File: src/rtl/ppp_tx_pkg.sv
package ppp_tx_pkg;
  localparam int unsigned OCT_W = 8;
  localparam int unsigned UNIT_W = 2 * OCT_W;
  localparam logic [OCT_W-1:0] FLAG_OCT = 8'h7E;
  localparam logic [OCT_W-1:0] ESC_OCT = 8'h7D;
  localparam logic [OCT_W-1:0] ESC_MASK = 8'h20;
  localparam logic [31:0] POLY32_R = 32'hEDB88320;
  localparam logic [15:0] POLY16_R = 16'h8408;

  typedef enum logic [1:0] {
    ST_IDLE = 2'd0,
    ST_DATA = 2'd1,
    ST_FCS  = 2'd2
  } tx_st_e;

  // reflected, LSB-first byte update; 16-bit mode lives in bits [15:0]
  function automatic logic [31:0] crc_step(input logic [31:0] c, input logic [7:0] b,
                                           input logic is32);
    logic [31:0] r;
    r = c;
    for (int i = 0; i < OCT_W; i++) begin
      if (is32) r = (r[0] ^ b[i]) ? ((r >> 1) ^ POLY32_R) : (r >> 1);
      else r = {16'h0000, (r[0] ^ b[i]) ? ((r[15:0] >> 1) ^ POLY16_R) : (r[15:0] >> 1)};
    end
    return r;
  endfunction
endpackage

File: src/rtl/ppp_tx_split.sv
module ppp_tx_split
  import ppp_tx_pkg::*;
#(
  parameter int unsigned ERR_W = 16
) (
  input  logic              clk_i,
  input  logic              rst_ni,
  input  logic              wide_i,
  input  logic              par_odd_i,
  input  logic              ready_i,
  input  logic              fifo_valid_i,
  input  logic [UNIT_W-1:0] fifo_data_i,
  input  logic              fifo_sop_i,
  input  logic              fifo_eop_i,
  input  logic              fifo_odd_i,
  input  logic              fifo_par_i,
  output logic              fifo_rd_o,
  input  logic              take_i,
  output logic              oct_valid_o,
  output logic [OCT_W-1:0]  oct_o,
  output logic              oct_sop_o,
  output logic              oct_eop_o,
  output logic              par_err_o,
  output logic [ERR_W-1:0]  err_cnt_o
);
  logic [1:0]        cnt_q;
  logic [UNIT_W-1:0] buf_q;
  logic              sop_q, eop_q;
  logic              perr_q;
  logic [ERR_W-1:0]  ecnt_q;
  logic              unit_bad;

  // refill when empty, or when the last held octet leaves this cycle
  assign fifo_rd_o = ready_i && fifo_valid_i &&
                     ((cnt_q == 2'd0) || ((cnt_q == 2'd1) && take_i));

  assign oct_valid_o = (cnt_q != 2'd0);
  assign oct_o       = (cnt_q == 2'd2) ? buf_q[UNIT_W-1:OCT_W] : buf_q[OCT_W-1:0];
  assign oct_sop_o   = sop_q;
  assign oct_eop_o   = eop_q && (cnt_q == 2'd1);

  assign unit_bad = (wide_i ? (^fifo_data_i) : (^fifo_data_i[OCT_W-1:0]))
                    ^ fifo_par_i ^ par_odd_i;

  always_ff @(posedge clk_i or negedge rst_ni) begin
    if (!rst_ni) begin
      cnt_q <= 2'd0;
      buf_q <= '0;
      sop_q <= 1'b0;
      eop_q <= 1'b0;
    end else if (fifo_rd_o) begin
      sop_q <= fifo_sop_i;
      eop_q <= fifo_eop_i;
      if (!wide_i) begin
        buf_q <= {{OCT_W{1'b0}}, fifo_data_i[OCT_W-1:0]};
        cnt_q <= 2'd1;
      end else if (fifo_eop_i && fifo_odd_i) begin
        buf_q <= {{OCT_W{1'b0}}, fifo_data_i[UNIT_W-1:OCT_W]};
        cnt_q <= 2'd1;
      end else begin
        buf_q <= fifo_data_i;
        cnt_q <= 2'd2;
      end
    end else if (take_i && (cnt_q != 2'd0)) begin
      cnt_q <= cnt_q - 2'd1;
      sop_q <= 1'b0;
    end
  end

  always_ff @(posedge clk_i or negedge rst_ni) begin
    if (!rst_ni) begin
      perr_q <= 1'b0;
      ecnt_q <= '0;
    end else begin
      perr_q <= fifo_rd_o && unit_bad;
      if (fifo_rd_o && unit_bad && !(&ecnt_q)) ecnt_q <= ecnt_q + ERR_W'(1);
    end
  end

  assign par_err_o = perr_q;
  assign err_cnt_o = ecnt_q;
endmodule

File: src/rtl/ppp_tx_crc.sv
module ppp_tx_crc
  import ppp_tx_pkg::*;
(
  input  logic             clk_i,
  input  logic             rst_ni,
  input  logic             init_i,
  input  logic             sel32_i,
  input  logic             upd_i,
  input  logic [OCT_W-1:0] byte_i,
  output logic             sel32_o,
  output logic [31:0]      fcs_o
);
  logic [31:0] crc_q;
  logic        sel_q;

  always_ff @(posedge clk_i or negedge rst_ni) begin
    if (!rst_ni) begin
      crc_q <= '1;
      sel_q <= 1'b0;
    end else if (init_i) begin
      crc_q <= sel32_i ? 32'hFFFF_FFFF : 32'h0000_FFFF;
      sel_q <= sel32_i;
    end else if (upd_i) begin
      crc_q <= crc_step(crc_q, byte_i, sel_q);
    end
  end

  assign sel32_o = sel_q;
  assign fcs_o   = sel_q ? ~crc_q : {16'h0000, ~crc_q[15:0]};
endmodule

File: src/rtl/ppp_tx_encap.sv
module ppp_tx_encap
  import ppp_tx_pkg::*;
#(
  parameter int unsigned ERR_W = 16
) (
  input  logic             clk_i,
  input  logic             rst_ni,
  input  logic             wide_i,
  input  logic             crc32_i,
  input  logic             par_odd_i,
  input  logic             fifo_valid_i,
  input  logic [15:0]      fifo_data_i,
  input  logic             fifo_sop_i,
  input  logic             fifo_eop_i,
  input  logic             fifo_odd_i,
  input  logic             fifo_par_i,
  output logic             fifo_rd_o,
  output logic [7:0]       tx_data_o,
  input  logic             tx_ready_i,
  output logic             par_err_o,
  output logic [ERR_W-1:0] err_cnt_o
);
  tx_st_e           st_q, st_d;
  logic [OCT_W-1:0] out_q, out_d;
  logic             esc_q, esc_d;
  logic [OCT_W-1:0] escb_q, escb_d;
  logic [1:0]       idx_q, idx_d;

  logic             take;
  logic             oct_valid, oct_sop, oct_eop;
  logic [OCT_W-1:0] oct;
  logic             crc_init, crc_upd, sel32;
  logic [31:0]      fcs;
  logic [OCT_W-1:0] fcs_oct;
  logic             fcs_last;

  ppp_tx_split #(.ERR_W(ERR_W)) u_split (
    .clk_i        (clk_i),
    .rst_ni       (rst_ni),
    .wide_i       (wide_i),
    .par_odd_i    (par_odd_i),
    .ready_i      (tx_ready_i),
    .fifo_valid_i (fifo_valid_i),
    .fifo_data_i  (fifo_data_i),
    .fifo_sop_i   (fifo_sop_i),
    .fifo_eop_i   (fifo_eop_i),
    .fifo_odd_i   (fifo_odd_i),
    .fifo_par_i   (fifo_par_i),
    .fifo_rd_o    (fifo_rd_o),
    .take_i       (take),
    .oct_valid_o  (oct_valid),
    .oct_o        (oct),
    .oct_sop_o    (oct_sop),
    .oct_eop_o    (oct_eop),
    .par_err_o    (par_err_o),
    .err_cnt_o    (err_cnt_o)
  );

  ppp_tx_crc u_crc (
    .clk_i   (clk_i),
    .rst_ni  (rst_ni),
    .init_i  (crc_init),
    .sel32_i (crc32_i),
    .upd_i   (crc_upd),
    .byte_i  (oct),
    .sel32_o (sel32),
    .fcs_o   (fcs)
  );

  always_comb begin
    unique case (idx_q)
      2'd0:    fcs_oct = fcs[7:0];
      2'd1:    fcs_oct = fcs[15:8];
      2'd2:    fcs_oct = fcs[23:16];
      default: fcs_oct = fcs[31:24];
    endcase
  end

  assign fcs_last = sel32 ? (idx_q == 2'd3) : (idx_q == 2'd1);

  always_comb begin
    st_d     = st_q;
    out_d    = out_q;
    esc_d    = esc_q;
    escb_d   = escb_q;
    idx_d    = idx_q;
    take     = 1'b0;
    crc_init = 1'b0;
    crc_upd  = 1'b0;
    if (tx_ready_i) begin
      if (esc_q) begin
        out_d = escb_q ^ ESC_MASK;
        esc_d = 1'b0;
      end else begin
        unique case (st_q)
          ST_IDLE: begin
            out_d = FLAG_OCT;
            if (oct_valid) begin
              if (oct_sop) begin
                st_d     = ST_DATA;
                crc_init = 1'b1;
              end else begin
                take = 1'b1;  // stray unit outside a packet
              end
            end
          end
          ST_DATA: begin
            if (oct_valid) begin
              take    = 1'b1;
              crc_upd = 1'b1;
              if (oct == FLAG_OCT || oct == ESC_OCT) begin
                out_d  = ESC_OCT;
                esc_d  = 1'b1;
                escb_d = oct;
              end else begin
                out_d = oct;
              end
              if (oct_eop) begin
                st_d  = ST_FCS;
                idx_d = 2'd0;
              end
            end else begin
              out_d = FLAG_OCT;
            end
          end
          ST_FCS: begin
            if (fcs_oct == FLAG_OCT || fcs_oct == ESC_OCT) begin
              out_d  = ESC_OCT;
              esc_d  = 1'b1;
              escb_d = fcs_oct;
            end else begin
              out_d = fcs_oct;
            end
            idx_d = idx_q + 2'd1;
            if (fcs_last) st_d = ST_IDLE;
          end
          default: begin
            st_d  = ST_IDLE;
            out_d = FLAG_OCT;
          end
        endcase
      end
    end
  end

  always_ff @(posedge clk_i or negedge rst_ni) begin
    if (!rst_ni) begin
      st_q   <= ST_IDLE;
      out_q  <= FLAG_OCT;
      esc_q  <= 1'b0;
      escb_q <= '0;
      idx_q  <= 2'd0;
    end else begin
      st_q   <= st_d;
      out_q  <= out_d;
      esc_q  <= esc_d;
      escb_q <= escb_d;
      idx_q  <= idx_d;
    end
  end

  assign tx_data_o = out_q;
endmodule

File: config.mk
export PLATFORM = sky130hd
export DESIGN_NAME = ppp_tx_encap
export DESIGN_NICKNAME = d
export VERILOG_FILES = /design/src/rtl/ppp_tx_pkg.sv /design/src/rtl/ppp_tx_split.sv /design/src/rtl/ppp_tx_crc.sv /design/src/rtl/ppp_tx_encap.sv
export SDC_FILE = /design/constraint.sdc
export NUM_CORES = 1
export LEC_CHECK = 0
export ABC_AREA = 1
export BUFFER_PORTS_ARGS = -buffer_cell sky130_fd_sc_hd__buf_2
export CAP_MARGIN = 20
export CORE_ASPECT_RATIO = 0.9
export CORE_MARGIN = 4
export CORE_UTILIZATION = 50
export CTS_BUF_LIST = sky130_fd_sc_hd__clkbuf_8
export CTS_CLUSTER_DIAMETER = 50
export DETAILED_ROUTE_END_ITERATION = 12
export GPL_ROUTABILITY_DRIVEN = 0
export GPL_TIMING_DRIVEN = 0
export PLACE_DENSITY = 0.68
export SLEW_MARGIN = 0
export SYNTH_ARGS = -nofsm -noshare
export SYNTH_HDL_FRONTEND = slang
export SYNTH_SLANG_ARGS = --single-unit
export TNS_END_PERCENT = 10
File: constraint.sdc
create_clock -name clk_i -period 2.6 [get_ports clk_i]
set_input_delay 0.26 -clock clk_i [delete_from_list [all_inputs] [get_ports clk_i]]
set_output_delay 0.26 -clock clk_i [all_outputs]
set_load 0.005 [all_outputs]
==> out/qor.yml, run 1 <==
synthesis:
  ys_ff_latch: 91
  synthCells: 1022
  async_reset_ff_share_pct: 100
  ys_types: 48
  synth_enable_flop_cells: 0
  ys_seq_area_share_pct: 34.4
  yosys_warnings: 0
  syn_nets: 1060
  avgSynthCellArea_um2: 6.62
  netlist_area_mm2: 0.00677
  synth_flop_cell: "dfrtp_1"
placed_design:
  dpl.hpwl_um: 14800
  dp.cells: 1242
  place_area_mm2: 0.00726
  io_buffers: 51
worst_setup_path:
  r2r_cells: 13
  startpoint_type: "flop"
  worstPathArrival_ns: 2.23
  critPathKind: "flop to output pin"
  worstSetupEndpointType: "output pin"
  rr_endpoint: "u_crc.crc_q[23]"
  path_max_fanout: 17
  endpoint: "fifo_rd_o"
  rr_startpoint: "u_split.cnt_q[0]"
  required_ns: 2.34
  rrSetupSlack_ns: 0.11
  cp-startpoint: "u_split.cnt_q[0]"
die:
  die_x_um: 131
  start_util_pct: 50.8
  io_pins: 53
  die_h_um: 118
  coreArea_mm2: 0.0133
  dieArea_mm2: 0.0155
  rows: 40
power:
  total_power_mw: 11.2
  power_density_mw_per_mm2: 1490
  irDropWorstVdd_v: 0.000590
  leakage_nw: 3.99
cts:
  path_clk_slew_ns: 0.10
  cts_buffer_depth: 2
  cts_root_buf: "clkbuf_8"
  cts_made_buffers: 9
  clk_latency_ns: 0.39
  htreeDepth: 3
  cts_tree: "done"
  clock-sinks: 91
global_routing:
  antenna_found_initial: 0
  grt_max_degree: 60
  grtUsageTotal_pct: 25.5
  grt_pass1_wl_um: 31200
  grt-ovfl-total: 0
  grt_pass1_vias: 6063
routing:
  drt-initial-drc-count: 690
  met1_length_um: 9110
  drt-total-wl_um: 19200
  wl_met2_um: 8280
  route.detailed.drc: 0
  drtPass1Iterations: 5
  vias: 6697
  routed.top_layer: "met4"
  wire_per_inst_um: 15.3
  wl_met3_um: 1350
  via_per_inst: 5.33
  drtAntennaViolNets: 0
timing:
  rsz0062_at_grt: "yes"
  fmax_ghz: 0.401
  final_hold_viol_count: 0
  tightest_slew_ns: 0.638
  fin_setup_tns_ns: 0
  fin_crit_ns: 2.49
  max-slew-margin-rel_pct: 57.4
  clock_skew_ns: 0.0176
  fin_crit_sh_pct: 95.9
  slew_viol_final: 0
  setup_viol: 0
cells_and_area:
  nNetsFinal: 1121
  area_growth_pct: 10.8
  layout_common_cells: "389 x nand2_1, 130 x inv_1, 114 x nand3_1"
  final_common_cell: "nand2_1"
  diodes: 0
  design_area_mm2: 0.00750
  final_cells: 1256
  drive_above_1_share_pct: 14.4
run_status:
  status: "complete, no violations"
flow_run:
  cap_violations: 0
min_path:
  hp-class: "input pin to flop"
-- kinds of logic after synthesis --
family                   Yosys count  share of synthesized area, %
buffers and inverters            160                          9.78
adder cells (fa/ha/maj)           11                          2.03
AO/OA/AOI/OAI                    110                          9.23
AND/OR/NAND/NOR                  602                          38.3
XOR/XNOR                          48                          6.32
flip-flops                        91                          34.4
-- worst min path at each step --
| stage | startpoint | to | cells past startpoint |
|---|---|---|---|
| finish | fifo_sop_i | u_split.oct_sop_o | 3 |
| global route | fifo_sop_i | u_split.oct_sop_o | 3 |
| CTS | fifo_sop_i | u_split.oct_sop_o | 3 |
| detailed placement | rst_ni | escb_q[3] | 1 |
| global placement | escb_q[5] | escb_q[5] | 2 |
| floorplan | rst_ni | esc_q | 0 |
-- flip-flops by register name, indices dropped and copies added, names as in the netlist, 2 cells and up --
name               flops
u_split.err_cnt_o     16
u_split.buf_q         16
st_q                   2
u_crc.crc_q           32
escb_q                 8
idx_q                  2
tx_data_o              8
u_split.cnt_q          2
-- cell usage after synthesis, drive strengths merged, types with 12 or more instances --
master  instances  area [µm²]
inv           133         504
clkbuf         12        45.0
nand2         410        1590
buf            13         100
o21ai          60         308
a21oi          21         109
nor2           46         183
dfstp          38         998
xor2           34         305
nand4          12        96.3
dfrtp          53        1330
nand3         117         608
xnor2          14         123
-- critical path, cell delays in order (launching register included) --
cell and delay (ns):
dfrtp_1 0.39, inv_1 0.08, ha_1 0.31, nor3_4 0.28, o21ai_2 0.12, o21ai_2 0.17
nand3_4 0.18, inv_8 0.17, buf_2 0.13
-- layout make-up --
class / count / area [µm²]
well taps: 168 / 210
multi-input cells: 771 / 3810
inverters: 135 / 519
repair buffers: 53 / 295
flip-flops and latches: 91 / 2320
clock buffers: 9 / 124
fillers: 1353 / 5820
plain buffers: 22 / 133
clock inverters: 7 / 76.3
-- stage by stage --
step / hold WS [ns] / worst slack [ns] / utilization [%]
6_report: 0.0620 / 0.105 / 56.3
5_1_grt: 0.0678 / -0.0590 / 56.3
4_1_cts: 0.0421 / 0.0309 / 56.1
3_5_place_dp: 0.243 / -0.0904 / 54.5
3_3_place_gp: 0.436 / 0.0370 / 54.3
2_1_floorplan: -0.0356 / 0.610 / -
-- report_power, final --
part           total, mW  internal [mW]  leakage, nW  switching [mW]
registers           2.41           2.07         1.07           0.334
logic               7.79           2.49         2.82            5.30
clock network       1.01          0.451        0.101           0.558
-- routing by layer --
| metal | global-route usage (%) | vias up |
|---|---|---|
| li1 | - | 3357 |
| met1 | 38.3 | 3033 |
| met2 | 36.8 | 261 |
| met3 | 4.74 | 46 |
| met4 | 8.42 | 0 |
| met5 | 0 | - |
-- repair_timing --
action,in CTS,in global routing
resized for setup,1,13
endpoints found under the hold margin,7,0
setup buffers,0,0
hold buffers,1,0
pin swaps,0,1
setup endpoints to repair,5,26
Power figures use the tool's default switching activity.
==> run 2, diff against run 1 <==
--- a/config.mk
+++ b/config.mk
@@ -8,7 +8,7 @@
 export ABC_AREA = 1
 export BUFFER_PORTS_ARGS = -buffer_cell sky130_fd_sc_hd__buf_2
 export CAP_MARGIN = 20
-export CORE_ASPECT_RATIO = 0.9
+export CORE_ASPECT_RATIO = 2
 export CORE_MARGIN = 4
 export CORE_UTILIZATION = 50
 export CTS_BUF_LIST = sky130_fd_sc_hd__clkbuf_8
@@ -21,4 +21,3 @@
 export SYNTH_ARGS = -nofsm -noshare
 export SYNTH_HDL_FRONTEND = slang
 export SYNTH_SLANG_ARGS = --single-unit
-export TNS_END_PERCENT = 10
==> out/qor.yml, run 2 (synthesized netlist as in run 1, its figures left out) <==
timing:
  tightest_slew_ns: 0.627  # was 0.638 ns
  hold_ws_ns: 0.104  # was 0.0620 ns
  setup_viol: 0  # unchanged
  fin_crit_sh_pct: 95.8  # was 95.9%
  setup_slack_ns: 0.109  # was 0.105 ns
  clock_skew_ns: 0.0144  # was 0.0176 ns
  slew_viol_final: 0  # unchanged
  final_hold_viol_count: 0  # unchanged
  rsz0062_at_grt: "yes"  # unchanged
  fin_setup_tns_ns: 0  # unchanged
  fmax_ghz: 0.401  # about the same
  fin_crit_ns: 2.49  # about the same
  max-slew-margin-rel_pct: 58.2  # was 57.4%
worst_setup_path:
  rrSetupSlack_ns: 0.11  # about the same
  critPathKind: "flop to flop"  # was flop to output pin
  worstPathArrival_ns: 2.81  # was 2.23 ns
  rr_startpoint: "u_split.cnt_q[0]"  # unchanged
  worstSetupEndpointType: "flop"  # was output pin
  path_max_fanout: 10  # was 17
  required_ns: 2.92  # was 2.34 ns
  startpoint_type: "flop"  # unchanged
  r2r_cells: 15  # was 13
  rr_endpoint: "u_crc.crc_q[25]"  # was u_crc.crc_q[23]
cells_and_area:
  regArea_mm2: 0.00232  # unchanged
  design_area_mm2: 0.00753  # was 0.00750 mm²
  nNetsFinal: 1123  # was 1121
  final_common_cell: "nand2_1"  # unchanged
  largest_register_ffs: 32  # unchanged
  diodes: 0  # unchanged
  area_growth_pct: 11.3  # was 10.8%
  multiInputGateArea_mm2: 0.00385  # was 0.00381 mm²
  regMostFlops: "u_crc.crc_q"  # unchanged
  fillers: 1371  # was 1353
  drive_above_1_share_pct: 15.6  # was 14.4%
  layout_common_cells: "384 x nand2_1, 129 x inv_1, 112 x nand3_1"  # was 389 x nand2_1, 130 x inv_1, 114 x nand3_1
routing:
  route.detailed.drc: 0  # unchanged
  drtPass1Iterations: 5  # unchanged
  vias: 6797  # was 6697
  drt-initial-drc-count: 360  # was 690
  drt-total-wl_um: 21500  # was 19200 µm
  via_per_inst: 5.47  # was 5.33
  drtAntennaViolNets: 0  # unchanged
  wire_per_inst_um: 17.3  # was 15.3 µm
power:
  irDropWorstVdd_v: 0.000638  # was 0.000590 V
  power_density_mw_per_mm2: 1540  # was 1490 mW/mm²
  leakage_nw: 4.01  # was 3.99 nW
min_path:
  min_path_cells: 3  # unchanged
  hp-class: "input pin to flop"  # unchanged
  min-delay-start: "fifo_sop_i"  # unchanged
  hold-path-endpoint: "u_split.oct_sop_o"  # unchanged
cts:
  cts_tree: "done"  # unchanged
  clock-sinks: 91  # unchanged
  cts_buffer_depth: 2  # unchanged
  cts_made_buffers: 9  # unchanged
  path_clk_slew_ns: 0.10  # about the same
  clk_latency_ns: 0.39  # about the same
  htreeDepth: 3  # unchanged
  cts_root_buf: "clkbuf_8"  # unchanged
global_routing:
  grt_pass1_wl_um: 33900  # was 31200 µm
  grt-ovfl-total: 0  # unchanged
  grt_pass1_vias: 6729  # was 6063
  antenna_found_initial: 0  # unchanged
  grtUsageTotal_pct: 27.9  # was 25.5%
  grt_max_degree: 70  # was 60
run_status:
  status: "complete, no violations"  # unchanged
die:
  start_util_pct: 51.5  # was 50.8%
  dieArea_mm2: 0.0156  # was 0.0155 mm²
  die_x_um: 90.3  # was 131 µm
  die_h_um: 173  # was 118 µm
  rows: 59  # was 40
  io_pins: 53  # unchanged
  coreArea_mm2: 0.0131  # was 0.0133 mm²
placed_design:
  place_area_mm2: 0.00724  # was 0.00726 mm²
  io_buffers: 51  # unchanged
  dpl.hpwl_um: 17200  # was 14800 µm
  pre_cts_slack_ns: -0.00843  # was -0.0904 ns
flow_run:
  cap_violations: 0  # unchanged
[run 2: cell count changes in the layout (fill, tap and decap cells not counted), sizes merged]
cell and change:
clkinv +1, buf +2, bufinv -1
[run 2: metrics by stage]
| step | utilization (%) | cells | power [mW] |
|---|---|---|---|
| floorplan | - | 1022 | 8.01 |
| global placement | 54.9 | 1225 | 10.1 |
| detailed placement | 55.1 | 1226 | 10.2 |
| CTS | 56.7 | 1242 | 11.2 |
| global route | 57.3 | 1242 | 12.6 |
| finish | 57.3 | 1242 | 11.6 |
[run 2: layout make-up]
class / instances / area share, %
inverter: 135 / 6.94
buffer: 22 / 1.76
sequential: 91 / 30.9
timing repair buffer: 55 / 4.12
multi-input combinational: 771 / 51.2
tap: 152 / 2.52
clock inverter: 7 / 0.980
clock buffer: 9 / 1.64
[run 2: critical path, cell delays in order (launching register included)]
cell and delay, ns:
dfrtp_1 0.41, inv_1 0.11, ha_1 0.17, buf_6 0.14, buf_6 0.14, nand2_2 0.07, nand2_2 0.14, nand2_1 0.08
nand2_2 0.20, nand2_1 0.13, nand2_1 0.20, nand2_1 0.10, nand2_1 0.15, xor2_2 0.23, nand2_1 0.09, nand3_1 0.07
[run 2: per-layer routing]
| metal | part of all wire [%] | up-vias | GRT usage [%] |
|---|---|---|---|
| li1 | - | 3369 | - |
| met1 | 34 | 3095 | 25.6 |
| met2 | 53 | 221 | 51.4 |
| met3 | 4.0 | 112 | 4.55 |
| met4 | 9.8 | 0 | 24.6 |
| met5 | 0 | - | 0 |
[run 2: worst max path at each step]
stage	startpoint	to	slack [ns]	cells past startpoint
3_3_place_gp	u_split.cnt_q[0]	u_crc.crc_q[25]	0.03	15
6_report	u_split.cnt_q[0]	u_crc.crc_q[25]	0.11	15
3_5_place_dp	u_split.cnt_q[0]	u_crc.crc_q[18]	-0.008	16
2_1_floorplan	u_split.cnt_q[0]	u_crc.crc_q[18]	0.61	16
4_1_cts	u_split.cnt_q[0]	u_crc.crc_q[18]	0.02	16
5_1_grt	u_split.cnt_q[0]	u_crc.crc_q[29]	-0.03	15
[run 2: repair_timing]
item                       4_1_cts  5_1_grt
gates cloned                     0        0
hold endpoints to repair         8        0
setup endpoints to repair        3       30
hold buffers                     1        0
pin swaps                        0        1
gates resized for setup          3       22
setup buffers                    0        2
[run 2: power breakdown]
group | leakage [nW] | internal, mW | switching [mW]
Combinational | 2.84 | 2.59 | 5.63
Sequential | 1.07 | 2.07 | 0.335
Clock | 0.100 | 0.376 | 0.611
